**src/rtl/gpio_sc_pkg.sv**
```systemverilog
package gpio_sc_pkg;

    parameter int GPIO_PINS = 32;
    parameter int REG_IDX_W = 3;

    typedef enum logic [2:0] {
        REG_LEVEL   = 3'd0,
        REG_RELEASE = 3'd1,
        REG_SET     = 3'd2,
        REG_CLEAR   = 3'd3,
        REG_ARM     = 3'd4
    } reg_idx_e;

    typedef struct packed {
        logic set;
        logic clr;
        logic rel;
        logic arm;
    } wr_stb_t;

endpackage

```
**src/rtl/gpio_sc_regdec.sv**
```systemverilog
module gpio_sc_regdec
    import gpio_sc_pkg::*;
#(
    parameter int NPINS = GPIO_PINS,
    parameter int IDX_W = REG_IDX_W
) (
    input  logic             clk,
    input  logic             rst_n,
    input  logic             bus_sel,
    input  logic             bus_wr,
    input  logic [IDX_W-1:0] bus_addr,
    input  logic [NPINS-1:0] bus_wdata,
    input  logic [NPINS-1:0] latch_i,
    input  logic [NPINS-1:0] drive_i,
    input  logic [NPINS-1:0] level_i,
    input  logic             armed_i,
    output wr_stb_t          stb_o,
    output logic [NPINS-1:0] mask_o,
    output logic [NPINS-1:0] rdata_o,
    output logic             ready_o
);

    logic wr_go;
    logic rd_go;

    always_comb begin
        wr_go = bus_sel && bus_wr;
        rd_go = bus_sel && !bus_wr;
    end

    // Write strobes: at most one register per access
    always_comb begin
        stb_o  = '0;
        mask_o = bus_wdata;
        if (wr_go) begin
            case (bus_addr)
                IDX_W'(REG_SET):     stb_o.set = 1'b1;
                IDX_W'(REG_CLEAR):   stb_o.clr = 1'b1;
                IDX_W'(REG_RELEASE): stb_o.rel = 1'b1;
                IDX_W'(REG_ARM):     stb_o.arm = 1'b1;
                default:             stb_o     = '0;
            endcase
        end
    end

    // Read mux
    always_comb begin
        rdata_o = '0;
        if (rd_go) begin
            case (bus_addr)
                IDX_W'(REG_LEVEL):   rdata_o = level_i;
                IDX_W'(REG_RELEASE): rdata_o = drive_i;
                IDX_W'(REG_SET):     rdata_o = latch_i;
                IDX_W'(REG_CLEAR):   rdata_o = latch_i;
                IDX_W'(REG_ARM):     rdata_o = {{(NPINS-1){1'b0}}, armed_i};
                default:             rdata_o = '0;
            endcase
        end
    end

    always_comb ready_o = bus_sel;

    AST_ONE_STROBE: assert property (@(posedge clk) disable iff (!rst_n)
        $countones(stb_o) <= 1);

    AST_READ_NO_STROBE: assert property (@(posedge clk) disable iff (!rst_n)
        !bus_wr |-> (stb_o == '0));

endmodule

```
**src/rtl/gpio_sc_pinbank.sv**
```systemverilog
module gpio_sc_pinbank
    import gpio_sc_pkg::*;
#(
    parameter int NPINS = GPIO_PINS
) (
    input  logic             clk,
    input  logic             rst_n,
    input  wr_stb_t          stb_i,
    input  logic [NPINS-1:0] mask_i,
    output logic [NPINS-1:0] latch_o,
    output logic [NPINS-1:0] drive_o
);

    typedef struct packed {
        logic [NPINS-1:0] latch;
        logic [NPINS-1:0] drive;
    } bank_t;

    bank_t bank_d;
    bank_t bank_q;

    always_comb begin
        bank_d = bank_q;
        if (stb_i.rel) begin
            bank_d.drive = bank_d.drive & ~mask_i;
        end
        if (stb_i.set) begin
            bank_d.latch = bank_d.latch | mask_i;
            bank_d.drive = bank_d.drive | mask_i;
        end
        // clear evaluated last so it wins over set
        if (stb_i.clr) begin
            bank_d.latch = bank_d.latch & ~mask_i;
            bank_d.drive = bank_d.drive | mask_i;
        end
    end

    always_ff @(posedge clk or negedge rst_n) begin
        if (!rst_n) begin
            bank_q <= '0;
        end else begin
            bank_q <= bank_d;
        end
    end

    always_comb begin
        latch_o = bank_q.latch;
        drive_o = bank_q.drive;
    end

    AST_SET_HIGH: assert property (@(posedge clk) disable iff (!rst_n)
        (stb_i.set && !stb_i.clr) |=> ((latch_o & $past(mask_i)) == $past(mask_i)));

    AST_CLR_LOW: assert property (@(posedge clk) disable iff (!rst_n)
        stb_i.clr |=> ((latch_o & $past(mask_i)) == '0));

    AST_WRITE_DRIVES: assert property (@(posedge clk) disable iff (!rst_n)
        (stb_i.set || stb_i.clr) |=> ((drive_o & $past(mask_i)) == $past(mask_i)));

    AST_RELEASE_FLOATS: assert property (@(posedge clk) disable iff (!rst_n)
        (stb_i.rel && !stb_i.set && !stb_i.clr) |=> ((drive_o & $past(mask_i)) == '0));

    AST_RELEASE_KEEPS_LATCH: assert property (@(posedge clk) disable iff (!rst_n)
        (stb_i.rel && !stb_i.set && !stb_i.clr) |=> $stable(latch_o));

endmodule

```
**src/rtl/gpio_sc_insync.sv**
```systemverilog
module gpio_sc_insync
    import gpio_sc_pkg::*;
#(
    parameter int NPINS = GPIO_PINS
) (
    input  logic             clk,
    input  logic             rst_n,
    input  logic             arm_i,
    input  logic [NPINS-1:0] pin_i,
    output logic [NPINS-1:0] level_o,
    output logic             armed_o
);

    typedef struct packed {
        logic             armed;
        logic [NPINS-1:0] meta;
        logic [NPINS-1:0] sync;
    } smp_t;

    smp_t smp_d;
    smp_t smp_q;

    always_comb begin
        smp_d = smp_q;
        if (arm_i) begin
            smp_d.armed = 1'b1;
        end
        if (smp_q.armed) begin
            smp_d.meta = pin_i;
            smp_d.sync = smp_q.meta;
        end
    end

    always_ff @(posedge clk or negedge rst_n) begin
        if (!rst_n) begin
            smp_q <= '0;
        end else begin
            smp_q <= smp_d;
        end
    end

    always_comb begin
        level_o = smp_q.sync;
        armed_o = smp_q.armed;
    end

    AST_UNARMED_QUIET: assert property (@(posedge clk) disable iff (!rst_n)
        !armed_o |-> (smp_q.meta == '0 && level_o == '0));

    AST_ARM_TAKES: assert property (@(posedge clk) disable iff (!rst_n)
        arm_i |=> armed_o);

    AST_ARM_STICKY: assert property (@(posedge clk) disable iff (!rst_n)
        armed_o |=> armed_o);

endmodule

```
**src/rtl/gpio_sc_port.sv**
```systemverilog
module gpio_sc_port
    import gpio_sc_pkg::*;
#(
    parameter int NPINS = GPIO_PINS,
    parameter int IDX_W = REG_IDX_W
) (
    input  logic             clk,
    input  logic             rst_n,
    input  logic             bus_sel,
    input  logic             bus_wr,
    input  logic [IDX_W-1:0] bus_addr,
    input  logic [NPINS-1:0] bus_wdata,
    output logic [NPINS-1:0] bus_rdata,
    output logic             bus_ready,
    input  logic [NPINS-1:0] pin_in,
    output logic [NPINS-1:0] pin_out,
    output logic [NPINS-1:0] pin_oe
);

    wr_stb_t          stb;
    logic [NPINS-1:0] mask;
    logic [NPINS-1:0] latch;
    logic [NPINS-1:0] drive;
    logic [NPINS-1:0] level;
    logic             armed;

    gpio_sc_regdec #(.NPINS(NPINS), .IDX_W(IDX_W)) i_regdec (
        .clk       (clk),
        .rst_n     (rst_n),
        .bus_sel   (bus_sel),
        .bus_wr    (bus_wr),
        .bus_addr  (bus_addr),
        .bus_wdata (bus_wdata),
        .latch_i   (latch),
        .drive_i   (drive),
        .level_i   (level),
        .armed_i   (armed),
        .stb_o     (stb),
        .mask_o    (mask),
        .rdata_o   (bus_rdata),
        .ready_o   (bus_ready)
    );

    gpio_sc_pinbank #(.NPINS(NPINS)) i_pinbank (
        .clk     (clk),
        .rst_n   (rst_n),
        .stb_i   (stb),
        .mask_i  (mask),
        .latch_o (latch),
        .drive_o (drive)
    );

    gpio_sc_insync #(.NPINS(NPINS)) i_insync (
        .clk     (clk),
        .rst_n   (rst_n),
        .arm_i   (stb.arm),
        .pin_i   (pin_in),
        .level_o (level),
        .armed_o (armed)
    );

    always_comb begin
        pin_out = latch;
        pin_oe  = drive;
    end

    AST_IDLE_QUIET: assert property (@(posedge clk) disable iff (!rst_n)
        !bus_sel |-> (bus_rdata == '0 && !bus_ready));

    AST_NO_WRITE_HOLDS: assert property (@(posedge clk) disable iff (!rst_n)
        !(bus_sel && bus_wr) |=> ($stable(pin_out) && $stable(pin_oe)));

endmodule

```
**config.mk**
```make
export PLATFORM = sky130hd
export DESIGN_NAME = gpio_sc_port
export DESIGN_NICKNAME = d
export VERILOG_FILES = /design/src/rtl/gpio_sc_pkg.sv /design/src/rtl/gpio_sc_regdec.sv /design/src/rtl/gpio_sc_pinbank.sv /design/src/rtl/gpio_sc_insync.sv /design/src/rtl/gpio_sc_port.sv
export SDC_FILE = /design/constraint.sdc
export NUM_CORES = 1
export LEC_CHECK = 0
export CAP_MARGIN = 20
export CELL_PAD_IN_SITES_DETAIL_PLACEMENT = 1
export CELL_PAD_IN_SITES_GLOBAL_PLACEMENT = 2
export CORE_MARGIN = 10
export CORE_UTILIZATION = 33
export DETAILED_ROUTE_END_ITERATION = 7
export PLACE_DENSITY = 0.93
export SYNTH_ARGS = -nofsm -noshare
export SYNTH_HDL_FRONTEND = slang
export SYNTH_SLANG_ARGS = --single-unit
```
**constraint.sdc**
```tcl
create_clock -name clk -period 3.75 [get_ports clk]
set_clock_uncertainty 0.05 [all_clocks]
set_input_delay 0.375 -clock clk [delete_from_list [all_inputs] [get_ports clk]]
set_output_delay 0.375 -clock clk [all_outputs]
set_load 0.05 [all_outputs]
```
Yosys cells after proc, flatten, opt, wreduce, memory -nomap -nowiden
Cells that the tools add are included.
{"block": "totals", "register_bits": 129, "in_bits": 71, "out_inout_bits": 97}
{"block": "classes", "n_eq_ne": 4, "muxes": 10, "bitwise": 6, "reduce_logical": 5}
{"operator": "$mux 64", "count": 2}
{"operator": "$pmux 32 s4", "count": 1}
{"operator": "$or 32x32->32", "count": 3}
{"operator": "$and 32x32->32", "count": 2}
{"operator": "$mux 32", "count": 2}
{"operator": "$not 32->32", "count": 1}
{"operator": "$eq 3x2->1 const B", "count": 2}
{"operator": "$mux 1", "count": 4}
{"operator": "$mux 4", "count": 1}
{"operator": "$eq 3x1->1 const B", "count": 1}
{"operator": "$eq 3x3->1 const B", "count": 1}
{"operator": "$logic_not 3->1", "count": 1}
{"operator": "$logic_and 1x1->1", "count": 2}
{"operator": "$reduce_or 2->1", "count": 1}
{"operator": "$logic_not 1->1", "count": 1}

Logic depth before layout (Yosys ltp)
{"block": "depth", "word_depth": 8, "ltp_mapped": 6, "mapped_depth_nobuf": 3}

Cells and area by module
A second synthesis with hierarchy kept.
{"block": "hier_totals", "hier_cells": 564, "area_unflattened_um2": 6739.0}
{"module": "gpio_sc_insync", "n_inst": 1, "cells_per_inst": 169, "area_each_um2": 2850.2, "seq_area_each_um2": 1626.6}
{"module": "gpio_sc_pinbank", "n_inst": 1, "cells_per_inst": 208, "area_each_um2": 2416.1, "seq_area_each_um2": 1601.5}
{"module": "gpio_sc_regdec", "n_inst": 1, "cells_per_inst": 187, "area_each_um2": 1472.7, "seq_area_each_um2": 0.0}

Worst setup path after synthesis
Ideal clock, no wire load.
{"block": "synth_timing", "path_kind": "input to output", "startpoint": "input port bus_addr[0]", "endpoint": "output port bus_rdata[0]", "arrival_time_ns": 2.485, "required_ns": 3.325, "path_slack_ns": 0.840, "path_stages": 5, "n_path_buf": 2, "cell_sequence": "buf_2 buf_2 o21ai_0 nand3b_1 nor4_1"}
{"block": "synth_via", "elab_chain_cells": 4, "elab_cells_between_ends": 8, "classes_between": "eq/ne (4); mux (2); reduce/logical (2)"}
{"element": "from (decl)", "line": "gpio_sc_port.sv:11", "source": "input logic [IDX_W-1:0] bus_addr,"}
{"element": "$eq 3x2->1", "line": "gpio_sc_regdec.sv:50", "source": "case (bus_addr)"}
{"element": "$reduce_or 2->1 (no line)"}
{"element": "$pmux 32 s4 (*)", "line": "gpio_sc_regdec.sv:50"}
{"element": "$mux 32 (*)", "line": "gpio_sc_regdec.sv:49", "source": "if (rd_go) begin"}
{"element": "to (decl)", "line": "gpio_sc_port.sv:13", "source": "output logic [NPINS-1:0] bus_rdata,"}
Every way passes the cells marked *; elsewhere a longest branch is shown, timed or not.

Final worst setup path
{"block": "layout_timing", "startpoint": "input port bus_addr[2]", "endpoint": "output port bus_rdata[4]"}
Same word-level chain as after synthesis.

==> run_summary.xml <==
<?xml version="1.0" encoding="UTF-8"?>
<metrics>
  <group name="setup_path">
    <metric name="timing.reg2reg.setup_slack" unit="ps">2100</metric>
    <metric name="regToRegStartpoint" unit="">i_insync.armed_o$_DFFE_PN0P_</metric>
    <metric name="timing_worst_setup_path_type" unit="">input pin to output port</metric>
    <metric name="worstPathMaxFanout" unit="">17</metric>
    <metric name="worst_path_arrival" unit="ps">2470</metric>
    <metric name="r2r_cells" unit="">2</metric>
    <metric name="worstReg2RegEnd" unit="">i_insync.level_o[27]$_DFFE_PN0P_</metric>
    <metric name="critPathLaunchType" unit="">input pin</metric>
    <metric name="cp.required" unit="ps">3320</metric>
    <metric name="worstSetupEndpointType" unit="">output port</metric>
  </group>
  <group name="global_route">
    <metric name="grt_use_met3" unit="%">5.16</metric>
    <metric name="antenna_found_initial" unit="">0</metric>
    <metric name="first_pass_grt_wire_length" unit="um">29800</metric>
    <metric name="grt_start_max_net_pins" unit="">66</metric>
    <metric name="track_usage" unit="%">15.6</metric>
    <metric name="grt-ovfl-total" unit="">0</metric>
    <metric name="grt_pass1_vias" unit="">5182</metric>
    <metric name="grt.busiest_layer" unit="">met2</metric>
    <metric name="globalRouteMet2Util" unit="%">26.2</metric>
    <metric name="groute.layer.met1.usage" unit="%">18.5</metric>
  </group>
  <group name="routing">
    <metric name="drc" unit="">0</metric>
    <metric name="routed_wirelength" unit="um">18900</metric>
    <metric name="drt-pass1-iter-count" unit="">4</metric>
    <metric name="drt.antenna.violating_nets" unit="">0</metric>
    <metric name="drt_iter0_markers" unit="">212</metric>
    <metric name="wl_per_cell" unit="um">20.9</metric>
    <metric name="routed-via-count" unit="">4679</metric>
    <metric name="avg_vias_per_cell" unit="">5.17</metric>
  </group>
  <group name="power_and_ir_drop">
    <metric name="vdd_ir_drop_max" unit="mV">0.325</metric>
    <metric name="leakagePower" unit="uW">0.00387</metric>
    <metric name="power_per_cell_area" unit="nW/um^2">634</metric>
  </group>
  <group name="timing">
    <metric name="totalNegativeSetupSlack" unit="ps">0</metric>
    <metric name="post-route-period-util" unit="%">77.3</metric>
    <metric name="unrepaired_setup_endpoints_after_global_routing" unit="">no</metric>
    <metric name="final.setup.worst_slack" unit="ps">851</metric>
    <metric name="finalCriticalPeriod" unit="ps">2900</metric>
    <metric name="timing.max_slew.rel_slack" unit="%">43.7</metric>
    <metric name="finalMaxSlewViolations" unit="">0</metric>
    <metric name="fmax" unit="MHz">345</metric>
    <metric name="finalSetupViolations" unit="">0</metric>
    <metric name="worstMarginPinSlew" unit="ps">844</metric>
    <metric name="timing_hold_violations_final" unit="">0</metric>
  </group>
  <group name="final_layout">
    <metric name="mostFrequentLayoutCell" unit="">clkdlybuf4s50_1</metric>
    <metric name="layout-drive-gt1-share" unit="%">26.9</metric>
    <metric name="fill_cells" unit="">1849</metric>
    <metric name="seq_area" unit="um^2">3230</metric>
    <metric name="multi_input_area" unit="um^2">2420</metric>
    <metric name="area_growth_syn_to_layout" unit="%">46.5</metric>
    <metric name="finish.net_count" unit="">735</metric>
    <metric name="layout.cells.most_common_list" unit="">132 x clkdlybuf4s50_1, 128 x dfrtp_1, 88 x mux2_2</metric>
    <metric name="num_antenna_cells" unit="">0</metric>
  </group>
  <group name="clock_tree">
    <metric name="cts_max_level" unit="">4</metric>
    <metric name="clock_tree_root_buffer_cell" unit="">clkbuf_16</metric>
    <metric name="postCtsHoldBufs" unit="">1</metric>
    <metric name="cts.path.max_buffers" unit="">2</metric>
    <metric name="number_of_buffers_inserted_to_repair_setup_after_cts" unit="">0</metric>
    <metric name="clk_pin_slew_worst_paths" unit="ps">60</metric>
    <metric name="clk-insertion-delay-late" unit="ps">410</metric>
    <metric name="cts_buffers" unit="">17</metric>
    <metric name="clock_sinks" unit="">129</metric>
    <metric name="ctsResizeCount" unit="">0</metric>
    <metric name="tritoncts" unit="">done</metric>
  </group>
  <group name="logic_synthesis">
    <metric name="synth_fp_nets" unit="">578</metric>
    <metric name="synth_area_per_cell" unit="um^2">11.9</metric>
    <metric name="ys_types" unit="">27</metric>
    <metric name="synth_seq_area_share" unit="%">53.7</metric>
    <metric name="yosysWarnings" unit="">0</metric>
    <metric name="synth.ff_latch_count" unit="">129</metric>
    <metric name="mappedNetlistArea" unit="um^2">6010</metric>
    <metric name="postSynthCellCount" unit="">507</metric>
  </group>
  <group name="place">
    <metric name="pre_cts_ws" unit="ps">808</metric>
    <metric name="gp_congestion" unit="">0.752</metric>
    <metric name="io_buffer_count" unit="">167</metric>
    <metric name="place.detailed.hpwl" unit="um">13400</metric>
  </group>
  <group name="hold_path">
    <metric name="timing.hold.worst.class" unit="">input pin to flop</metric>
    <metric name="hold_path_depth" unit="">2</metric>
    <metric name="min_from" unit="">bus_addr[0]</metric>
  </group>
  <group name="floorplan">
    <metric name="ios" unit="">168</metric>
    <metric name="chip_width" unit="um">155</metric>
    <metric name="dieArea" unit="um^2">24000</metric>
    <metric name="dieHeight" unit="um">155</metric>
    <metric name="rows" unit="">49</metric>
    <metric name="coreArea" unit="um^2">18000</metric>
    <metric name="initial_core_util" unit="%">33.5</metric>
  </group>
  <group name="flow_run">
    <metric name="cap_violations" unit="">0</metric>
  </group>
  <group name="status">
    <metric name="status" unit="">finished, final reports clean</metric>
  </group>
</metrics>
per-layer routing:
metal | share of wire (%) | vias to the layer above
li1 | - | 2122
met1 | 42 | 2413
met2 | 50 | 124
met3 | 6.0 | 20
met4 | 1.7 | 0
met5 | 0 | -
Yosys cell counts, drive strengths merged:
library cell	number	area share, %
dfrtp	129	54
mux2	88	16
a31oi	50	5.2
inv	39	2.4
buf	31	3.3
mux2i	31	5.2
a21o	25	3.1
a21oi	25	2.1
nor2	25	1.6
a211oi	14	2.2
nand2	14	0.87
clkbuf	11	0.69
nor2b	9	0.94
a31o	7	1.0
a2111oi	1	0.15
a41o	1	0.17
and4b	1	0.17
nand3b	1	0.12
nor3b	1	0.12
nor4	1	0.10
nor4bb	1	0.17
o21ai	1	0.083
or3b	1	0.15
where the power goes:
group | switching [uW] | internal (uW) | total (uW)
clock network | 623 | 1170 | 1800
registers | 216 | 1700 | 1920
logic | 1090 | 773 | 1870
total | 1930 | 3650 | 5590
through the flow:
stage	hold slack, ps	area (um^2)	instances	utilization [%]	power, uW
floorplan	29.4	6010	507	-	3090
global placement	361	8160	873	45.4	3740
detailed placement	369	8160	873	45.4	3820
CTS	393	8810	905	49.0	5650
global route	423	8810	905	49.0	5850
finish	402	8810	905	49.0	5590
kinds of logic (layout without fill, tap and decap cells):
logic type,after synthesis,in the layout,synth area share (%)
AND/OR/NAND/NOR,54,54,4.20
multiplexers,119,119,21.6
buffers and inverters,81,250,6.41
AO/OA/AOI/OAI,124,124,14.1
flip-flops,129,129,53.7
layout make-up:
| type | count | share of cell area, % |
|---|---|---|
| tap | 229 | 3.25 |
| multi-input combinational | 297 | 27.4 |
| sequential | 129 | 36.7 |
| inverter | 39 | 1.66 |
| timing repair buffer | 180 | 23.7 |
| clock inverter | 14 | 2.43 |
| clock buffer | 17 | 4.83 |
critical path, cell delays in order:
cell	delay [ps]
clkdlybuf4s50_1	560
or3b_1	770
buf_4	360
nor2_1	220
buf_12	170
how the worst max path moves through the flow:
stage                 from            end  slack (ps)  cells past startpoint
5_1_grt        bus_addr[2]  bus_rdata[12]         710                      5
4_1_cts        bus_addr[2]   bus_rdata[4]         830                      5
3_3_place_gp        bus_wr           flop         870                      6
3_5_place_dp        bus_wr           flop         810                      6
6_report       bus_addr[2]   bus_rdata[4]         850                      5
2_1_floorplan  bus_addr[0]   bus_rdata[0]         840                      5
No activity file was read; power rests on OpenSTA's default activity.
